$ cat src/rtl/sram_lane_timer.sv
// Module: sram_lane_timer
// Read timing for one lane: counts how many edges a read of the same
// address has been held and loads the output byte on the RD_LAT-th.
// Until then the previous byte and drive state are kept (output hold).
// Assumes: RD_LAT >= 1; addr_chg compares addr with its value at the
// previous edge.
module sram_lane_timer #(
    parameter int LANE_W = 8,
    parameter int RD_LAT = 2
) (
    input  logic              clk,
    input  logic              rst_n,
    input  logic              rd_act,
    input  logic              addr_chg,
    input  logic [LANE_W-1:0] mem_byte,
    output logic [LANE_W-1:0] dout,
    output logic              drive
);

    localparam int              CNT_W = (RD_LAT < 2) ? 1 : $clog2(RD_LAT + 1);
    localparam logic [CNT_W-1:0] LAT_C = CNT_W'(RD_LAT);
    localparam logic [CNT_W-1:0] ONE_C = CNT_W'(1);

    logic [CNT_W-1:0] run_q;
    logic [CNT_W-1:0] run_nxt;
    logic             load;

    initial begin
        a_lat_legal: assert (RD_LAT >= 1);
    end

    // Length of the current unchanged read run including this edge.
    always_comb begin
        if (run_q != '0 && !addr_chg)
            run_nxt = (run_q == LAT_C) ? run_q : run_q + ONE_C;
        else
            run_nxt = ONE_C;
        load = rd_act && (run_nxt == LAT_C);
    end

    // Run counter, output byte and drive flag.
    always_ff @(posedge clk) begin
        if (!rst_n) begin
            run_q <= '0;
            dout  <= '0;
            drive <= 1'b0;
        end else if (!rd_act) begin
            run_q <= '0;
            drive <= 1'b0;
        end else begin
            run_q <= run_nxt;
            if (load) begin
                dout  <= mem_byte;
                drive <= 1'b1;
            end
        end
    end

    // with more than one cycle of latency the byte holds through the
    // first edge after an address change.
    generate
        if (RD_LAT > 1) begin : g_hold_chk
            p_hold_on_change_r8: assert property (@(posedge clk) disable iff (!rst_n)
                (drive && rd_act && addr_chg) |=> ($stable(dout) && drive));
        end
    endgenerate

endmodule

$ cat config.mk
export PLATFORM = sky130hd
export DESIGN_NAME = sram_lane_timer
export DESIGN_NICKNAME = d
export VERILOG_FILES = /design/src/rtl/sram_lane_timer.sv
export SDC_FILE = /design/constraint.sdc
export NUM_CORES = 1
export LEC_CHECK = 0
export BUFFER_PORTS_ARGS = -buffer_cell sky130_fd_sc_hd__buf_2
export CAP_MARGIN = 30
export CORE_MARGIN = 8
export CORE_UTILIZATION = 25
export DETAILED_ROUTE_END_ITERATION = 10
export PLACE_DENSITY = 0.57
export SLEW_MARGIN = 20
export SYNTH_ARGS = -nofsm -noshare
export SYNTH_HDL_FRONTEND = slang
export SYNTH_SLANG_ARGS = --single-unit
$ cat constraint.sdc
create_clock -name clk -period 2.09 [get_ports clk]
set_clock_uncertainty 0.2 [all_clocks]
set_input_delay 0.3135 -clock clk [delete_from_list [all_inputs] [get_ports clk]]
set_output_delay 0.3135 -clock clk [all_outputs]
set_load 0.05 [all_outputs]
[Word level (Yosys, flattened, before mapping)]
Cells that the tools add are included.
Operators by class
  add/sub/neg operators: 1
  $mul: 0
  divide/modulo/power cells: 0
  order comparisons: 0
  eq/ne operators: 2
  shift operators: 0
  muxes and demuxes: 2
  bitwise operators: 0
  reduce and logical (&&, ||, !) cells: 6
Operators with widths (count)
  2-bit == test, second input constant: 2
  2-bit 2-to-1 mux: 2
  2-bit AND reduction: 2
  2-bit by 1-bit adder with 2-bit output, second input constant: 1
  1-bit logical AND: 2
  2-bit nonzero test: 1
  1-bit zero test: 1
Storage, ports and cells
  bits in registers: 11
  latch bits: 0
  RAM bits: 0
  bits in read-only memories: 0
  output and inout port bits: 9
  word-level logic and storage cells: 14
  memories: 0

[Depth between registers and ports, before layout]
  depth after elaboration: 6
  depth in mapped cells: 5
  depth with buffers taken out: 4

[Least setup slack after synthesis]
Ideal clock, no wire load.
  kind: register to register
  from: register run_q[0]
  to: register run_q[1]
  arrival time: 1.088 ns
  data required time: 1.774 ns
  slack: 0.686 ns
  cell stages (with the launch flop): 6
  buffers on the path: 1
  clock period less this slack: 1.404 ns
  path through: dfxtp_1 -> inv_1 -> ha_1 -> and4bb_1 -> buf_6 -> and2_2
Between the ends
  word-level cells in the longest chain between the ends: 3
  elaborated cells on any way between the ends: 6
  classes of those cells: 1 x add/sub; 1 x eq/ne; 2 x mux; 2 x reduce/logical
Ends and longest elaborated chain
  start: declaration: line 24  | logic [CNT_W-1:0] run_q;
  start signal: assignment: line 51  | run_q <= run_nxt;
  2-bit by 1-bit adder with 2-bit output, or another cell as far along: line 35  | run_nxt = (run_q == LAT_C) ? run_q : run_q + ONE_C;
  2-bit 2-to-1 mux / 1-bit logical AND (equally long branches): line 35, 34
  2-bit 2-to-1 mux *: line 34  | if (run_q != '0 && !addr_chg)
Mark *: on every way between the ends. The rest lies on a longest branch, timed or not.
A chain may end at the register's enable or synchronous reset.

[Worst setup path in the final report]
  from: register run_q[0]
  to: register dout[1]
Between the ends
  word-level cells in the longest chain between the ends: 6
  elaborated cells on any way between the ends: 9
  classes of those cells: 1 x add/sub; 2 x eq/ne; 2 x mux; 4 x reduce/logical
Ends and longest elaborated chain
  2-bit by 1-bit adder with 2-bit output, or another cell as far along: line 35
  2-bit 2-to-1 mux / 1-bit logical AND (equally long branches): line 35, 34
  2-bit 2-to-1 mux *: line 34
  2-bit == test *: line 38  | load = rd_act && (run_nxt == LAT_C);
  1-bit logical AND *: line 38
  2-bit AND reduction (no line) *
  end signal: assignment: line 53  | dout <= mem_byte;
  end: declaration: line 16  | output logic [LANE_W-1:0] dout,
Marks and branches as above.

==> results_dict.tcl <==
set metrics [dict create \
    multi_input_comb_area_sq_um 196 \
    fin_util_pct 34.1 \
    fin_cells 92 \
    cp.depth 4 \
    post_cts_resized 0 \
    use_met1_pct 7.05 \
    hold_ws_ns 0.0898 \
    nets 81 \
    num_vias 352 \
    grt_start_max_net_pins 20 \
    p_leak_nw 0.272 \
    drive_gt1_share_pct 35.8 \
    cp_slowest_cell "and4bb_1" \
    worst_setup_path_start_kind "flip-flop" \
    syn_area_per_cell_sq_um 9.68 \
    dp.cells 88 \
    slew-limit-headroom_pct 64.9 \
    yosys.area_share.adder_pct 2.81 \
    synth_cell_types 12 \
    clock-sinks 11 \
    htreeDepth 1 \
    post_cts_buffers 0 \
    cts_tree "done" \
    synth_area_sq_um 445 \
    rr_startpoint "run_q[0]" \
    io_pins 21 \
    core_sq_mm 0.00171 \
    gp_congestion 0.657 \
    grtUsageMet3_pct 3.97 \
    syn-num-nets 59 \
    antenna_found_initial 0 \
    setup_viol 0 \
    slowest_delay_ns 0.53 \
    worst_setup_path_end_kind "flip-flop" \
    die_w_um 58.2 \
    top_usage_layer "met2" \
    cap_violations 0 \
    rr_worst_depth 4 \
    r2r_end "dout[1]" \
    reg2reg_setup_slack_ns 0.44 \
    setup_tns_ns 0 \
    final_common_cell "buf_2" \
    drtPass1Iterations 1 \
    cts_max_path_buffers 2 \
    run_status "finished, final reports clean" \
    rsz0062_at_grt "false" \
    crit_path_cell_trace "inv_1, ha_1, and4bb_1, mux2i_1" \
    yosys.area_share.simple_pct 19.4 \
    synth_top_family_by_area "simple AND/OR/NAND/NOR gates" \
    numCtsBuffers 3 \
    synth-compound-area-share_pct 3.93 \
    start_util_pct 26.1 \
    hold_viol_final 0 \
    area_growth_pct 30.6 \
    cts_hold_buf 0 \
    port_buffers 20 \
    crit_start "run_q[0]" \
    ff_latch_area_sq_um 220 \
    path_buf_inv 1 \
    dieArea_sq_mm 0.00339 \
    ant_nets 0 \
    die_y_um 58.2 \
    maxSlewViolCount 0 \
    dp_hpwl_um 735 \
    layout_min_cycle_time_ns 1.65 \
    worstPathRequired_ns 2.08 \
    grt_pass1_vias 368 \
    fp-row-count 15 \
    globalRouteMet2Util_pct 8.60 \
    path_clk_slew_ns 0.07 \
    critPathCapture "dout[1]" \
    drt-initial-drc-count 0 \
    max_freq_ghz 0.606 \
    synth-xor-area-share_pct 0 \
    drc 0 \
    worstMarginPinSlew_ns 0.526 \
    critPathMaxFanout 10 \
    synthTopCellsByArea "dfxtp_1 49%, mux2i_1 18%, nand2_1 13%" \
    globalRoute.totalOverflow 0 \
    drt-vias-per-instance 3.83 \
    layout_common_cells "20 x buf_2, 16 x nand2_1, 11 x dfxtp_1" \
    powerDensity_mw_per_mm2 659 \
    ys_seq_area_share_pct 49.4 \
    crit_type "reg2reg" \
    hp-class "in2reg" \
    synth_area_leader_cell "dfxtp_1" \
    path_delay_family "simple AND/OR/NAND/NOR gates" \
    postSynthCellCount 46 \
    clk_latency_ns 0.26 \
    yosys_warnings 0 \
    diodes 0 \
    root_buffer "clkbuf_4" \
    track_usage_pct 6.31 \
    nFillCells 189 \
    muxShareOfSynthArea_pct 18.0 \
    wl_per_cell_um 10.2 \
    synth_top_area_share_pct 49.4 \
    fin_crit_sh_pct 79.0 \
    crit_arrival_ns 1.64 \
    grt_pass1_wl_um 1610 \
    vdd_drop_max_mv 0.220 \
    synth-seq-cells 11 \
    drt-total-wl_um 935 \
]
state kept, by name (all words and copies together), names as in the netlist:
signal and count:
run_q 2, drive 1, dout 8
area by class of cell:
type	count	area share (%)
Timing Repair Buffer	20	17.2
Inverter	2	1.29
Multi-Input combinational cell	30	33.8
Tap cell	25	5.38
Clock buffer	4	4.52
Sequential cell	11	37.8
where the power goes:
group          internal (mW)  switching [mW]  total (mW)
registers              0.212        0.000756       0.213
clock network         0.0737          0.0675       0.141
logic                 0.0132          0.0167      0.0299
worst register-to-register path, stage by stage (launching register included):
cell and delay [ns]:
dfxtp_1 0.31, inv_1 0.04, ha_1 0.26, and4bb_1 0.53, mux2i_1 0.24
routing by layer:
metal	vias up	share of wire (%)
met5	-	0
met4	0	0
met3	0	9.6
met2	12	43
met1	148	47
li1	192	-
cell families (layout without fill, tap and decap cells):
| group | after synthesis | in the layout |
|---|---|---|
| buffers and inverters | 5 | 26 |
| AO/OA/AOI/OAI | 2 | 2 |
| flip-flops | 11 | 11 |
| adder cells (fa/ha/maj) | 1 | 1 |
| AND/OR/NAND/NOR | 19 | 19 |
| multiplexers | 8 | 8 |
per-stage QoR:
stage                     setup slack, ns  instance area [sq um]  power [mW]
after floorplan                     0.686                    445       0.235
after CTS                           0.413                    582       0.395
after global placement              0.467                    556       0.247
after global routing                0.302                    582       0.406
final                               0.439                    582       0.384
after detailed placement            0.433                    556       0.248
worst min-delay path by stage:
stage / to / startpoint / slack [ns] / depth (start not counted)
after CTS: run_q[0] / addr_chg / 0.08 / 2
after global routing: dout[7] / mem_byte[7] / 0.09 / 3
final: run_q[0] / addr_chg / 0.09 / 2
after floorplan: run_q[0] / rd_act / 0.25 / 1
after global placement: dout[4] / dout[4] / 0.24 / 2
after detailed placement: dout[7] / dout[7] / 0.24 / 2
Yosys cell counts:
cell type  instances
nand2_1           16
dfxtp_1           11
mux2i_1            8
buf_2              2
inv_1              2
and2_1             1
and2_2             1
and4bb_1           1
buf_6              1
ha_1               1
o211a_1            1
o21a_1             1
(Power assumes the default switching activity.)
